File: src/rtl/split_counter_pkg.sv
package split_counter_pkg;

  localparam int unsigned HALF_W_DEF = 8;

  typedef struct packed {
    logic mode;
    logic data_inh;
    logic clk_inh;
    logic tick;
    logic data;
  } tctl_t;

endpackage

File: src/rtl/split_rst_sync.sv
module split_rst_sync #(
  parameter int unsigned STAGES = 2
) (
  input  logic clk,
  input  logic rst_n,
  output logic rst_sync_n
);

  logic [STAGES-1:0] sync_q;
  logic [STAGES-1:0] sync_d;

  always_comb begin
    sync_d = {sync_q[STAGES-2:0], 1'b1};
  end

  always_ff @(posedge clk or negedge rst_n) begin
    if (!rst_n) begin
      sync_q <= '0;
    end else begin
      sync_q <= sync_d;
    end
  end

  assign rst_sync_n = sync_q[STAGES-1];

endmodule

File: src/rtl/split_half_cnt.sv
module split_half_cnt #(
  parameter int unsigned W = 8
) (
  input  logic         clk,
  input  logic         rst_n,
  input  logic         step,
  output logic [W-1:0] value,
  output logic         at_max
);

  logic [W-1:0] val_q;
  logic [W-1:0] val_d;

  always_comb begin
    val_d = val_q;
    if (step) begin
      val_d = val_q + {{(W-1){1'b0}}, 1'b1};
    end
  end

  always_ff @(posedge clk or negedge rst_n) begin
    if (!rst_n) begin
      val_q <= '0;
    end else begin
      val_q <= val_d;
    end
  end

  assign value  = val_q;
  assign at_max = &val_q;

endmodule

File: src/rtl/split_link_gate.sv
module split_link_gate
  import split_counter_pkg::*;
(
  input  logic  en,
  input  logic  lo_at_max,
  input  tctl_t tctl,
  output logic  lo_step,
  output logic  up_step,
  output logic  lo_carry
);

  logic carry_sel;
  logic up_tick;

  always_comb begin
    lo_step  = en;
    lo_carry = lo_at_max & en;
    if (tctl.mode) begin
      carry_sel = tctl.data_inh ? tctl.data : lo_carry;
      up_tick   = tctl.clk_inh  ? tctl.tick : en;
      up_step   = carry_sel & up_tick;
    end else begin
      carry_sel = lo_carry;
      up_tick   = en;
      up_step   = lo_carry;
    end
  end

endmodule

File: src/rtl/split_counter.sv
module split_counter
  import split_counter_pkg::*;
#(
  parameter int unsigned HALF_W = HALF_W_DEF
) (
  input  logic                clk,
  input  logic                rst_n,
  input  logic                en,
  input  logic                test_mode,
  input  logic                data_inh,
  input  logic                clk_inh,
  input  logic                tst_clk,
  input  logic                tst_data,
  output logic [2*HALF_W-1:0] count,
  output logic                carry_obs
);

  localparam int unsigned NHALF = 2;

  logic        rst_sync_n;
  logic [NHALF-1:0] half_step;
  logic [NHALF-1:0] half_max;
  logic [HALF_W-1:0] half_val [NHALF];
  tctl_t       tctl;

  split_rst_sync #(.STAGES(2)) u_rst (
    .clk       (clk),
    .rst_n     (rst_n),
    .rst_sync_n(rst_sync_n)
  );

  always_comb begin
    tctl.mode     = test_mode;
    tctl.data_inh = data_inh;
    tctl.clk_inh  = clk_inh;
    tctl.tick     = tst_clk;
    tctl.data     = tst_data;
  end

  split_link_gate u_gate (
    .en       (en),
    .lo_at_max(half_max[0]),
    .tctl     (tctl),
    .lo_step  (half_step[0]),
    .up_step  (half_step[1]),
    .lo_carry (carry_obs)
  );

  for (genvar g = 0; g < NHALF; g++) begin : g_half
    split_half_cnt #(.W(HALF_W)) u_half (
      .clk   (clk),
      .rst_n (rst_sync_n),
      .step  (half_step[g]),
      .value (half_val[g]),
      .at_max(half_max[g])
    );
    assign count[g*HALF_W +: HALF_W] = half_val[g];
  end

endmodule

File: config.mk
export PLATFORM = sky130hd
export DESIGN_NAME = split_counter
export DESIGN_NICKNAME = d
export VERILOG_FILES = /design/src/rtl/split_counter_pkg.sv /design/src/rtl/split_rst_sync.sv /design/src/rtl/split_half_cnt.sv /design/src/rtl/split_link_gate.sv /design/src/rtl/split_counter.sv
export SDC_FILE = /design/constraint.sdc
export NUM_CORES = 1
export LEC_CHECK = 0
export ABC_CLOCK_PERIOD_IN_PS = 1250
export BUFFER_PORTS_ARGS = -buffer_cell sky130_fd_sc_hd__buf_4
export CORE_MARGIN = 4
export CORE_UTILIZATION = 45
export CTS_CLUSTER_DIAMETER = 30
export DETAILED_ROUTE_END_ITERATION = 12
export PLACE_DENSITY_LB_ADDON = 0.08
export SETUP_SLACK_MARGIN = 0.3
export SYNTH_ARGS = -nofsm -noshare
export SYNTH_HDL_FRONTEND = slang
export SYNTH_SLANG_ARGS = --single-unit
File: constraint.sdc
create_clock -name clk -period 1.25 [get_ports clk]
set_input_delay 0.125 -clock clk [delete_from_list [all_inputs] [get_ports clk]]
set_output_delay 0.125 -clock clk [all_outputs]
set_load 0.02 [all_outputs]
# --- Yosys cells after proc, flatten, opt, wreduce, memory -nomap -nowiden ---
# Index checks and enable logic that the tools add are counted.
word_totals:
  reg_bits: 18
  input_bits: 8
  out_inout_bits: 17
  elab_cells: 11
classes:
  addsub: 2
  mux: 3
  n_bitwise: 2
  n_reduce_logical: 1
ops:
  columns: ["operator", "count"]
  rows:
  - ["$add A8 B1 Y8 const B", 2]
  - ["$reduce_and A8 Y1", 1]
  - ["$mux W1", 3]
  - ["$and A1 B1 Y1", 2]

# --- Depth between registers and ports, before layout ---
logic_depth:
  depth_word: 5
  depth_mapped: 5
  depth_no_buf: 5

# --- Cells and area by module ---
# Synthesis repeated with hierarchy kept, for this count alone.
hier_totals:
  hier_cells: 66
  hier_area_um2: 795.8
by_module_without_submodules:
  columns: ["mod", "n_inst", "cells_each", "area_each_um2"]
  rows:
  - ["split_half_cnt", 2, 28, 346.6]
  - ["split_rst_sync", 1, 3, 53.8]
  - ["split_link_gate", 1, 7, 48.8]

# --- Worst setup path after synthesis ---
# OpenSTA, ideal clock, no wires.
synth_timing:
  kind: "register to register"
  from: "register g_half[0].u_half.val_q[0]"
  to: "register g_half[1].u_half.val_q[1]"
  setup_time_ns: 0.125
  arrival_time_ns: 1.549
  required_ns: 1.125
  slack_ns: -0.424
  path_stages_with_launch: 6
  path_buffers: 0
  period_less_slack_ns: 1.674
  path_cell_list: "dfrtp_1 > ha_1 > nand4_4 > nor2_4 > a21oi_2 > mux2_4"
synth_between:
  elab_chain_len: 5
synth_rtl:
  columns: ["element", "line_no", "rtl"]
  rows:
  - ["start, declared", "split_half_cnt.sv:11", "logic [W-1:0] val_q;"]
  - ["start signal, assigned", "split_half_cnt.sv:25", "val_q <= val_d;"]
  - ["$reduce_and A8 Y1 (*)", "split_half_cnt.sv:30", "assign at_max = &val_q;"]
  - ["$and A1 B1 Y1 (*)", "split_link_gate.sv:17", "lo_carry = lo_at_max & en;"]
  - ["named net carry_obs", "split_counter.sv:15", "output logic carry_obs"]
  - ["$mux W1", "split_link_gate.sv:19", "carry_sel = tctl.data_inh ? tctl.data : lo_carry;"]
  - ["$and A1 B1 Y1", "split_link_gate.sv:21", "up_step = carry_sel & up_tick;"]
  - ["$mux W1 (*)", "split_link_gate.sv:18", "if (tctl.mode) begin"]
  - ["end signal, assigned", "split_half_cnt.sv:25", null]
  - ["end, declared", "split_half_cnt.sv:11", null]
# The timed path passes the listed nets; every way through them passes the cells marked *.
# A chain may end at the register's enable or synchronous reset.

# --- Worst setup path after layout ---
layout_timing:
  from: "register g_half[0].u_half.val_q[0]"
  to: "register g_half[1].u_half.val_q[5]"
layout_between:
  elab_chain_len: 5
layout_rtl:
  columns: ["element", "line_no"]
  rows:
  - ["$reduce_and A8 Y1 (*)", "split_half_cnt.sv:30"]
  - ["$and A1 B1 Y1 (*)", "split_link_gate.sv:17"]
  - ["$mux W1", "split_link_gate.sv:19"]
  - ["$and A1 B1 Y1", "split_link_gate.sv:21"]
  - ["$mux W1 (*)", "split_link_gate.sv:18"]
# Mark *: on every way between the ends. The rest lies on a longest branch, timed or not.

==> reports/qor.txt <==
Hold slack -> 0.1432 ns
Nets -> 159
1st-iter DRT viols -> 27
Crit. End Element -> register
Fin crit period -> 1.565 ns
Final period utilization -> 1.252
Placed Area -> 1274 um^2
Synth area leaders -> dfrtp_1 52%, xnor2_1 11%, nand4_1 3.6%
Tot Pwr -> 3.555 mW
CTS tree -> yes
Most common cell in the synthesized netlist -> dfrtp_1
Worst slack at placement -> -0.1125 ns
Wire per inst -> 21.94 um
Final Setup Violations -> 12
Slowest-stage cell, CP -> dfrtp_2
DR pass1 iterations -> 4
Drt via density -> 5.607
Largest net degree at the start of global routing -> 11
Asr flop ratio synth -> 1.000
Most used flip-flop cell after synthesis -> dfrtp_1
First-pass GRT wire length -> 4685 um
Multi-input gate area -> 494.2 um^2
RSZ-0062 raised after global routing -> yes
H-tree levels -> 1
Synth-to-Final Area Change -> 92.56%
Clk buf depth -> 2
Clock slew at reported path FFs -> 0.12 ns
HP Class -> register to async pin
Placeable Area -> 1783 um^2
Distinct cells, synth -> 27
Area occupied by registers -> 460.4 um^2
CTS Buf Count -> 3
R2R cell count -> 6
Fin. max-slew vios -> 0
Via count -> 970
PortBufs -> 24
Wirelength, routed -> 3795 um
Initial antenna violation count -> 0
Number of synthesized flops with an enable pin -> 0
Gr ovfl total -> 0
Synth cell count leaders -> 18 x dfrtp_1, 11 x xnor2_1, 6 x nand2_1
Reg-to-reg endpoint -> g_half[1].u_half.value[5]
Post-route cell area -> 1684 um^2
Tot GR Track Use -> 0.2424
Vias in the first global route -> 947
Post-route ant nets -> 0
Syn Area/Cell -> 11.66 um^2
Cell area after synthesis -> 874.6 um^2
Fmax -> 638.8 MHz
Status -> finished with violations
Share of cells above drive strength 1 -> 0.6689
Hold Fails Final Rpt -> 0
Skew-Pair Late Insertion Delay -> 0.31 ns
Fin Clk Skew -> 0.01338 ns
DR DRC count -> 0
CP startpoint -> g_half[0].u_half.value[0]
Setup TNS -> -2.143 ns
Die Y -> 52.09 um
Final WS setup -> -0.3153 ns
Crit path max-delay family -> flip-flops
Synth top area share -> 0.5150
I/O pin count -> 25
Inserted Diodes -> 0
Detailed Place HPWL -> 1597 um
Crit path launch type -> register
P_leak -> 0.7731 nW
Sequential area share after synthesis -> 0.5150
Worst R2R Setup Slack -> -0.32 ns
FILL cells -> 42
Pwr dens -> 2111 nW/um^2
Rows -> 15
Worst path depth -> 6
GP Congestion -> 0.7539
WP data arrival -> 1.80 ns
CP required -> 1.49 ns
CP max stage delay -> 0.40 ns
CTS sink cnt -> 18
Worst R2R Start -> g_half[0].u_half.value[0]
Die width -> 52.09 um
Initial Util -> 0.4905
Crit path cell chain -> ha_4 > nand4_4 > buf_12 > o31ai_4 > nand4_1 > xnor2_1
Cell accounting for the most synthesized area -> dfrtp_1
Crit path kind -> register to register
Die area -> 2713 um^2
Peak VDD IR -> 1867 uV
CP Max Fanout -> 3
Max-cap violation count -> 0
CP Buf/Inv Count -> 1
Clk root buf -> clkbuf_4
Post-Syn Nets -> 85
Ys Warns -> 0
Failing checks -> negative setup slack
Cell count after synthesis -> 75
Count of state elements after synthesis -> 18
[sequential cells by signal, indices dropped and copies added, names as in the netlist]
signal,cells
g_half.u_half.value,16
u_rst.sync_q,2
[how the worst max path moves through the flow]
| stage | to | slack [ns] |
|---|---|---|
| floorplan | g_half[1].u_half.value[1] | -0.28 |
| global placement | g_half[1].u_half.value[1] | -0.08 |
| detailed placement | g_half[1].u_half.value[7] | -0.11 |
| CTS | g_half[1].u_half.value[7] | -0.23 |
| global route | g_half[1].u_half.value[5] | -0.41 |
| finish | g_half[1].u_half.value[5] | -0.32 |
[cell type report]
| class | instances | share of cell area |
|---|---|---|
| Clock buffer | 4 | 0.02155 |
| Inverter | 2 | 0.004458 |
| Multi-Input combinational cell | 55 | 0.2935 |
| Sequential cell | 18 | 0.2734 |
| Tap cell | 25 | 0.01857 |
| Timing Repair Buffer | 69 | 0.3886 |
[layout by cell type (no fill, tap or decap), types with 2 or more instances in the layout]
cell	Yosys	routed
nor3_2	0	2
nor2_4	1	2
nand2_1	6	3
nor2_1	4	2
nand2_2	0	3
buf_6	0	29
mux2_4	1	2
inv_1	2	2
buf_4	0	37
dfrtp_1	18	10
dfrtp_2	0	8
clkbuf_4	0	3
nand3_1	5	5
xor2_1	2	2
a21oi_1	2	2
xnor2_1	11	10
buf_12	0	2
nand4_1	5	5
ha_4	0	2
[logic make-up after synthesis]
logic type	Yosys count	synth area share
muxes	3	0.04577
DFF	18	0.5150
other	1	0.004288
adders and majority gates	2	0.02861
and+or+nand+nor	28	0.1846
AOI/OAI and AO/OA	8	0.08299
xor gates and xnor gates	13	0.1302
buffers and inverters	2	0.008587
[what timing repair did]
action / CTS / global route
pin swaps: 14 / 12
hold buffers: 1 / 0
endpoints found under the setup margin: 30 / 31
hold endpoints to repair: 2 / 0
resized for setup: 30 / 13
buffers inserted: 10 / 14
[metrics by stage]
step,utilization,cells
4_1_cts,0.8568,159
2_1_floorplan,-,75
3_5_place_dp,0.7144,144
6_report,0.9446,173
5_1_grt,0.9446,173
3_3_place_gp,0.7144,144
[power breakdown]
| group | switching, mW | internal [mW] |
|---|---|---|
| clock network | 0.201 | 0.178 |
| registers | 0.227 | 0.785 |
| logic | 0.944 | 1.22 |
| total | 1.37 | 2.18 |
[routing by layer]
metal	GRT usage	part of all wire
met2	0.4226	0.50
met3	0.05444	0.075
met1	0.2883	0.38
met5	0	0
met4	0.08734	0.044
[worst register-to-register path: cells and delay by family (launching register included)]
kind / cells / cell delay (ns)
adder cells (fa/ha/maj): 1 / 0.16
XOR/XNOR: 1 / 0.22
flip-flops: 1 / 0.40
AO/OA/AOI/OAI: 1 / 0.24
buffers and inverters: 1 / 0.16
AND/OR/NAND/NOR: 2 / 0.31
Note: power is estimated with default switching activity, not from simulation.
